## src/rtl/fcrx_pkg.sv

```systemverilog
package fcrx_pkg;

    localparam int unsigned DEF_WORD_W      = 8;
    localparam int unsigned DEF_BLANK_CYC   = 3;
    localparam int unsigned DEF_IDLE_LIMIT  = 16;
    localparam int unsigned DEF_SYNC_STAGES = 2;

    // Pair of oversampled serial lines carried together through the synchronizer.
    typedef struct packed {
        logic clk;
        logic dat;
    } line_t;

    // Events produced by the pulse detector for the shifter.
    typedef struct packed {
        logic rise;      // accepted serial clock pulse
        logic idle_clr;  // low run exceeded the idle limit
    } det_ev_t;

    function automatic logic maj3(input logic a, input logic b, input logic c);
        return (a & b) | (a & c) | (b & c);
    endfunction

    // Bits needed to hold the values 0..n.
    function automatic int unsigned cnt_w(input int unsigned n);
        return (n < 2) ? 1 : $clog2(n + 1);
    endfunction

endpackage

```

## src/rtl/fcrx_sync.sv

```systemverilog
module fcrx_sync #(
    parameter int unsigned STAGES = 2,
    parameter int unsigned WIDTH  = 2
) (
    input  logic             clk,
    input  logic             rst,
    input  logic [WIDTH-1:0] d_i,
    output logic [WIDTH-1:0] q_o
);

    logic [WIDTH-1:0] stg [STAGES];

    always_ff @(posedge clk) begin
        if (rst) stg[0] <= '0;
        else     stg[0] <= d_i;
    end

    for (genvar g = 1; g < STAGES; g++) begin : g_stage
        always_ff @(posedge clk) begin
            if (rst) stg[g] <= '0;
            else     stg[g] <= stg[g-1];
        end
    end

    assign q_o = stg[STAGES-1];

endmodule

```

## src/rtl/fcrx_pulse_det.sv

```systemverilog
module fcrx_pulse_det
    import fcrx_pkg::*;
#(
    parameter int unsigned BLANK_CYC  = DEF_BLANK_CYC,
    parameter int unsigned IDLE_LIMIT = DEF_IDLE_LIMIT
) (
    input  logic    clk,
    input  logic    rst,
    input  logic    sclk_s,
    output det_ev_t ev_o
);

    localparam int unsigned BW = cnt_w(BLANK_CYC);
    localparam int unsigned IW = cnt_w(IDLE_LIMIT);

    logic          prev_q;
    logic [BW-1:0] blank_q;
    logic [IW-1:0] low_run_q;
    logic          blanked;
    logic          low_full;

    assign blanked  = (blank_q != '0);
    assign low_full = (low_run_q == IW'(IDLE_LIMIT));

    always_comb begin
        ev_o.rise     = sclk_s & ~prev_q & ~blanked;
        ev_o.idle_clr = ~sclk_s & low_full;
    end

    always_ff @(posedge clk) begin
        if (rst) begin
            prev_q    <= 1'b0;
            blank_q   <= '0;
            low_run_q <= '0;
        end else begin
            prev_q <= sclk_s;
            if (ev_o.rise)    blank_q <= BW'(BLANK_CYC);
            else if (blanked) blank_q <= blank_q - 1'b1;
            if (sclk_s)         low_run_q <= '0;
            else if (!low_full) low_run_q <= low_run_q + 1'b1;
        end
    end

endmodule

```

## src/rtl/fcrx_shifter.sv

```systemverilog
module fcrx_shifter
    import fcrx_pkg::*;
#(
    parameter int unsigned WORD_W = DEF_WORD_W
) (
    input  logic              clk,
    input  logic              rst,
    input  det_ev_t           ev_i,
    input  logic              sdat_s,
    output logic [WORD_W-1:0] word_o,
    output logic              valid_o
);

    localparam int unsigned CW = $clog2(WORD_W);

    logic              dat_d1, dat_d2;
    logic              take_d1, take_d2;
    logic [WORD_W-1:0] shreg_q;
    logic [WORD_W-1:0] shnext;
    logic [CW-1:0]     bcnt_q;
    logic              voted;

    // Vote over data at detection, detection+1 and detection+2.
    assign voted  = maj3(dat_d2, dat_d1, sdat_s);
    assign shnext = {shreg_q[WORD_W-2:0], voted};

    always_ff @(posedge clk) begin
        if (rst) begin
            dat_d1  <= 1'b0;
            dat_d2  <= 1'b0;
            take_d1 <= 1'b0;
            take_d2 <= 1'b0;
            shreg_q <= '0;
            bcnt_q  <= '0;
            word_o  <= '0;
            valid_o <= 1'b0;
        end else begin
            dat_d1  <= sdat_s;
            dat_d2  <= dat_d1;
            take_d1 <= ev_i.rise;
            take_d2 <= take_d1;
            valid_o <= 1'b0;
            if (take_d2) begin
                shreg_q <= shnext;
                if (bcnt_q == CW'(WORD_W - 1)) begin
                    word_o  <= shnext;
                    valid_o <= 1'b1;
                    bcnt_q  <= '0;
                end else begin
                    bcnt_q <= bcnt_q + 1'b1;
                end
            end else if (ev_i.idle_clr) begin
                bcnt_q <= '0;
            end
        end
    end

endmodule

```

## src/rtl/fcrx_receiver.sv

```systemverilog
module fcrx_receiver
    import fcrx_pkg::*;
#(
    parameter int unsigned WORD_W      = DEF_WORD_W,
    parameter int unsigned BLANK_CYC   = DEF_BLANK_CYC,
    parameter int unsigned IDLE_LIMIT  = DEF_IDLE_LIMIT,
    parameter int unsigned SYNC_STAGES = DEF_SYNC_STAGES
) (
    input  logic              clk,
    input  logic              rst,
    input  logic              sclk_i,
    input  logic              sdat_i,
    output logic [WORD_W-1:0] word_o,
    output logic              valid_o
);

    line_t   line_raw;
    line_t   line_s;
    det_ev_t det_ev;

    assign line_raw.clk = sclk_i;
    assign line_raw.dat = sdat_i;

    fcrx_sync #(
        .STAGES (SYNC_STAGES),
        .WIDTH  ($bits(line_t))
    ) u_sync (
        .clk (clk),
        .rst (rst),
        .d_i (line_raw),
        .q_o (line_s)
    );

    fcrx_pulse_det #(
        .BLANK_CYC  (BLANK_CYC),
        .IDLE_LIMIT (IDLE_LIMIT)
    ) u_det (
        .clk    (clk),
        .rst    (rst),
        .sclk_s (line_s.clk),
        .ev_o   (det_ev)
    );

    fcrx_shifter #(
        .WORD_W (WORD_W)
    ) u_shift (
        .clk     (clk),
        .rst     (rst),
        .ev_i    (det_ev),
        .sdat_s  (line_s.dat),
        .word_o  (word_o),
        .valid_o (valid_o)
    );

endmodule

```

## config.mk

```make
export PLATFORM = sky130hd
export DESIGN_NAME = fcrx_receiver
export DESIGN_NICKNAME = d
export VERILOG_FILES = /design/src/rtl/fcrx_pkg.sv /design/src/rtl/fcrx_sync.sv /design/src/rtl/fcrx_pulse_det.sv /design/src/rtl/fcrx_shifter.sv /design/src/rtl/fcrx_receiver.sv
export SDC_FILE = /design/constraint.sdc
export NUM_CORES = 1
export LEC_CHECK = 0
export ABC_AREA = 1
export CORE_UTILIZATION = 35
export CTS_BUF_LIST = sky130_fd_sc_hd__clkbuf_8
export CTS_CLUSTER_SIZE = 12
export DETAILED_ROUTE_END_ITERATION = 16
export PLACE_DENSITY = 0.6
export SYNTH_ARGS = -nofsm -noshare
export SYNTH_HDL_FRONTEND = slang
export SYNTH_SLANG_ARGS = --single-unit
```

## constraint.sdc

```tcl
create_clock -name clk -period 3.5 [get_ports clk]
set_clock_uncertainty 0.1 [all_clocks]
set_input_delay 0.525 -clock clk [delete_from_list [all_inputs] [get_ports clk]]
set_output_delay 0.525 -clock clk [all_outputs]
set_load 0.005 [all_outputs]
```

==> reports/summary.txt, run 1 <==
Outcome: finished, final reports clean
Via density: 4.51
Fin. Hold Viols: 0
Clk_lat worst skew: 0.29 ns
Sum of buffers and inverters on the critical path: 1
Row count: 21
First-pass iteration count of the detailed router: 4
I/O pins: 13
Antenna violations before repair: 0
Max Freq: 0.570 GHz
Reg-to-reg slack, setup: 2.07 ns
CP max stage cell: clkdlybuf4s50_1
TritonCTS clock tree: yes
Worst-path clk slew: 0.07 ns
Die height: 62.4 um
Worst-margin pin slew: 0.495 ns
Synth Warn #: 0
Setup_tns: 0 ns
Worst VDD drop: 240 uV
Root Buffer: clkbuf_8
Hpwl dp: 1470 um
Post-route DRC violation count: 0
Routed WL: 2030 um
Vias in the first global route: 909
Power Dens Cells: 512 nW/um^2
First-pass GRT wire length: 3720 um
Net count after synthesis: 159
Port Buf Inserts: 12
Slowest stage delay, CP: 0.50 ns
Hold Crit Class: flop to flop
Share of layout cells above drive strength 1: 7.23%
# resized after CTS: 0
Seq cells post-synth: 35
Crit Path Max Fanout: 2
Placed cell count: 204
RSZ-0062 raised after global routing: no
Congestion Overflow GR: 0
Crit-path leading delay family: buffers and inverters
Most area-hungry cell type in the Yosys netlist: dfxtp_1
Fin nets: 174
1st-iter DRT viols: 52
Slew margin rel.: 66.9%
Ant. Diodes: 0
Final GP Congestion: 0.742
Seq. cell area: 701 um^2
Num CTS Buffers: 5
Wire per inst: 9.59 um
Cell area after synthesis: 1280 um^2
Area share of the largest cell type after synthesis: 54.9%
Worst setup SP type: flop
Data required, critical path: 2.87 ns
Area Overhead vs Synth: 17.8%
Hold WS: 0.306 ns
Sequential area share after synthesis: 54.9%
Slew Limit Fails: 0
Via count: 956
CP Data Arrival Time: 1.13 ns
Critical Path Sink Type: output port
Clk sinks: 35
Starting Density: 37.4%
Die ar.: 3890 um^2
Fin crit share: 50.1%
Std-Cell Core Area: 3420 um^2
Layout fillers: 335
Final Setup Violations: 0
H-tree lvl count: 2
Multi-input gate area: 452 um^2
Mean post-synth cell area: 8.51 um^2
Post-Synthesis Cells: 150
Post-layout util: 44.0%
Largest net degree at the start of global routing: 18
Die W: 62.4 um
Type of the worst setup path: flop to output port
Hold buffers post-CTS: 0
Max-cap violations: 0
Synth top area cells: dfxtp_1 55%, a21oi_1 6.7%, inv_1 5.9%
Min Clock Period, post-route: 1.75 ns
Fin cells: 212
Netlist cell types: 20
Global router's overall resource usage: 12.5%
Pleak: 0.626 nW
Remaining antenna violation count: 0
Clk buf depth: 2
Post-CTS setup buffer count: 0
Post-route total power: 770 uW
Crit-path cells: clkdlybuf4s50_1
layout make-up:
type / instances / share of cell area, %
clock buffers: 5 / 4.58
clock inverters: 3 / 1.08
inverters: 23 / 5.91
multi-input cells: 88 / 30.0
flip-flops and latches: 35 / 46.6
well taps: 46 / 3.83
repair buffers: 12 / 7.99
worst min-delay path: stages (launching register included):
cell and delay, ns:
dfxtp_1 0.30, inv_1 0.04, nor2_1 0.03
cell families after synthesis:
kind of cell / count (synthesis) / share of synthesized area (%)
compound gates: 37 / 14.5
xor+xnor: 2 / 1.37
simple gates: 44 / 14.6
buf+inv: 27 / 9.71
flops: 35 / 54.9
fa+ha+maj: 5 / 4.90
placed cells by master, fill, tap and decap left out:
cell type,count
nor2_2,1
nand2_2,1
o21ai_0,13
nand3_1,9
inv_2,2
inv_4,1
nor2_1,18
clkinv_2,1
nand2_1,13
inv_1,21
nor4_1,1
clkinvlp_4,1
ha_1,5
xnor2_1,1
clkdlybuf4s50_1,12
clkbuf_8,5
a21oi_1,17
xor2_1,1
or2_0,1
dfxtp_1,35
o21ai_1,7
per-stage QoR:
step | cell area (um^2) | setup WS, ns
after floorplan | 1280 | 2.23
after CTS | 1500 | 1.72
after global routing | 1500 | 1.65
after detailed placement | 1420 | 1.43
after global placement | 1420 | 1.48
final | 1500 | 1.75
worst paths after layout:
check                           cells after the start                        endpoint                      startpoint
worst max register to register                      6  u_shift.word_o[0]$_SDFFE_PP0P_  u_shift.bcnt_q[0]$_SDFFE_PP0P_
worst min-delay path                                2     u_sync.stg[1][0]$_SDFF_PP0_     u_sync.stg[0][0]$_SDFF_PP0_
worst max-delay path                                1                       word_o[5]  u_shift.word_o[5]$_SDFFE_PP0P_
worst min register to register                      2     u_sync.stg[1][0]$_SDFF_PP0_     u_sync.stg[0][0]$_SDFF_PP0_
Yosys cell counts (all sizes together):
cell,instances
dfxtp,35
inv,23
o21ai,20
nor2,19
a21oi,17
nand2,14
nand3,9
ha,5
buf,4
nor4,1
or2,1
xnor2,1
xor2,1
report_power, final:
group	total, mW	internal, mW	switching, mW	leakage, nW
combinational	0.0627	0.0256	0.0371	0.296
clock	0.277	0.136	0.141	0.0453
sequential	0.430	0.418	0.0125	0.284
flip-flops by register name, indices dropped and copies added, names as in the netlist:
register	count
u_shift.word_o	8
u_shift.shreg_q	7
u_det.low_run_q	5
u_sync.stg	4
u_shift.bcnt_q	3
u_det.blank_q	2
u_det.prev_q	1
u_shift.dat_d1	1
u_shift.dat_d2	1
u_shift.take_d1	1
u_shift.take_d2	1
u_shift.valid_o	1
layer usage:
metal | vias to the layer above | track usage, % | share of wire [%]
met5 | - | 0 | 0
met4 | 0 | 9.59 | 2.7
met3 | 8 | 3.83 | 3.1
met2 | 14 | 19.5 | 46
met1 | 426 | 14.2 | 48
li1 | 508 | - | -
No activity file was read; power rests on OpenSTA's default activity.
==> run 2, diff against run 1 <==
PLACE_DENSITY = 0.61   (was 0.6)
clock period = 1.6 ns   (was 3.5 ns; I/O delays follow)
==> reports/summary.txt, run 2 (synthesis results as in run 1) <==
Row count: 21 (unchanged)
Antenna violations before repair: 0 (unchanged)
Post-CTS setup buffer count: 0 (unchanged)
Max Freq: 0.679 GHz
Final GP Congestion: 0.760 (was 0.742)
Fin nets: 177 (was 174)
Remaining antenna violation count: 0 (unchanged)
Worst VDD drop: 641 uV (was 240 uV)
Via density: 4.58 (was 4.51)
Routed WL: 2140 um (was 2030 um)
Final Setup Violations: 0 (unchanged)
# resized after CTS: 0 (unchanged)
1st-iter DRT viols: 26 (was 52)
Starting Density: 37.4% (unchanged)
First-pass GRT wire length: 3800 um (was 3720 um)
First-pass iteration count of the detailed router: 4 (unchanged)
Fin. Hold Viols: 0 (unchanged)
Worst-path clk slew: 0.07 ns (about the same)
H-tree lvl count: 2 (unchanged)
Fin crit share: 92.0%
Congestion Overflow GR: 0 (unchanged)
Via count: 984 (was 956)
Crit-path cells: clkdlybuf4s50_1 (unchanged)
Slowest stage delay, CP: 0.50 ns (about the same)
Max-cap violations: 0 (unchanged)
Global router's overall resource usage: 12.7% (was 12.5%)
Die W: 62.4 um (unchanged)
Power Dens Cells: 1150 nW/um^2 (was 512 nW/um^2)
Data required, critical path: 1.26 ns (was 2.87 ns)
RSZ-0062 raised after global routing: no (unchanged)
Dpl cell area: 1440 um^2 (was 1420 um^2)
Crit-path leading delay family: buffers and inverters (unchanged)
Die ar.: 3890 um^2 (unchanged)
Clk buf depth: 2 (unchanged)
Port Buf Inserts: 12 (unchanged)
Num CTS Buffers: 5 (unchanged)
Share of layout cells above drive strength 1: 8.88% (was 7.23%)
TritonCTS clock tree: yes (unchanged)
Commonest non-fill, non-tap cell in the layout: dfxtp_1 (unchanged)
Worst setup SP type: flop (unchanged)
Root Buffer: clkbuf_8 (unchanged)
Post-route total power: 1.77 mW (was 770 uW)
Design Area, Final: 1540 um^2 (was 1500 um^2)
Post-route DRC violation count: 0 (unchanged)
Sum of buffers and inverters on the critical path: 1 (unchanged)
Pleak: 0.651 nW (was 0.626 nW)
Critical Path Sink Type: output port (unchanged)
Slew Limit Fails: 0 (unchanged)
Type of the worst setup path: flop to output port (unchanged)
Ant. Diodes: 0 (unchanged)
Min Clock Period, post-route: 1.47 ns
Die height: 62.4 um (unchanged)
I/O pins: 13 (unchanged)
Hold WS: 0.305 ns (was 0.306 ns)
CP max stage cell: clkdlybuf4s50_1 (unchanged)
Crit Path Max Fanout: 2 (unchanged)
Most frequent cells in the layout: 35 x dfxtp_1, 21 x inv_1, 18 x nor2_1 (unchanged)
Outcome: finished, final reports clean (unchanged)
Clk sinks: 35 (unchanged)
Largest net degree at the start of global routing: 18 (unchanged)
Slew margin rel.: 82.3% (was 66.9%)
Hold buffers post-CTS: 0 (unchanged)
Clk_lat worst skew: 0.28 ns (was 0.29 ns)
Largest register by flop count: u_shift.word_o (unchanged)
Worst-margin pin slew: 0.262 ns (was 0.495 ns)
Vias in the first global route: 940 (was 909)
Setup_tns: 0 ns (unchanged)
Wire per inst: 9.94 um (was 9.59 um)
CP Data Arrival Time: 1.13 ns (about the same)
Area Overhead vs Synth: 20.8% (was 17.8%)
Hpwl dp: 1540 um (was 1470 um)
Std-Cell Core Area: 3420 um^2 (unchanged)
Largest regs: u_shift.word_o (8), u_shift.shreg_q (7), u_det.low_run_q (5) (unchanged)
Hold Crit Class: flop to flop (unchanged)
Max FFs per register: 8 (unchanged)
==> run 2: changes by cell type in the layout (fill, tap and decap cells not counted) <==
| cell | before | now |
|---|---|---|
| clkinv_2 | 1 | 0 |
| clkinvlp_4 | 1 | 0 |
| clkbuf_8 | 5 | 7 |
| buf_4 | 0 | 3 |
==> run 2: layout make-up <==
class / count / area [um^2]
fill: 346 / 1870
clock inverter: 1 / 3.75
timing repair buffer: 15 / 143
inverter: 23 / 88.8
tap: 46 / 57.6
sequential: 35 / 701
clock buffer: 7 / 96.3
multi-input combinational: 88 / 452
==> run 2: power by group <==
| group | internal (mW) | switching [mW] |
|---|---|---|
| Sequential | 0.914 | 0.0242 |
| Combinational | 0.0604 | 0.0859 |
| Clock | 0.386 | 0.299 |
| Total | 1.36 | 0.409 |
==> run 2: through the flow <==
stage | setup slack (ns) | cells | utilization [%]
floorplan | 0.327 | 150 | -
global placement | 0.209 | 207 | 42.2
detailed placement | 0.190 | 207 | 42.2
CTS | 0.115 | 215 | 45.1
global route | 0.0830 | 215 | 45.1
finish | 0.128 | 215 | 45.1
==> run 2: final timing paths <==
kind / endpoint / cells past startpoint / slack [ns] / startpoint
worst max-delay path: word_o[1] / 1 / 0.13 / u_shift.word_o[1]$_SDFFE_PP0P_
worst min-delay path: u_shift.take_d2$_SDFF_PP0_ / 2 / 0.30 / u_shift.take_d1$_SDFF_PP0_
worst min register to register: u_shift.take_d2$_SDFF_PP0_ / 2 / 0.30 / u_shift.take_d1$_SDFF_PP0_
worst max register to register: u_shift.word_o[4]$_SDFFE_PP0P_ / 6 / 0.20 / u_shift.bcnt_q[0]$_SDFFE_PP0P_
==> run 2: worst min-delay path, cell delays in order, from the launching register on <==
cell and delay [ns]:
dfxtp_1 0.30, inv_1 0.04, nor2_1 0.03
==> run 2: metal layers <==
layer / track usage, % / share of wire [%] / up-vias
met5: 0 / 0 / -
met4: 7.85 / 2.1 / 0
met3: 4.38 / 4.0 / 3
met2: 20.1 / 47 / 20
met1: 14.8 / 46 / 450
li1: - / - / 511
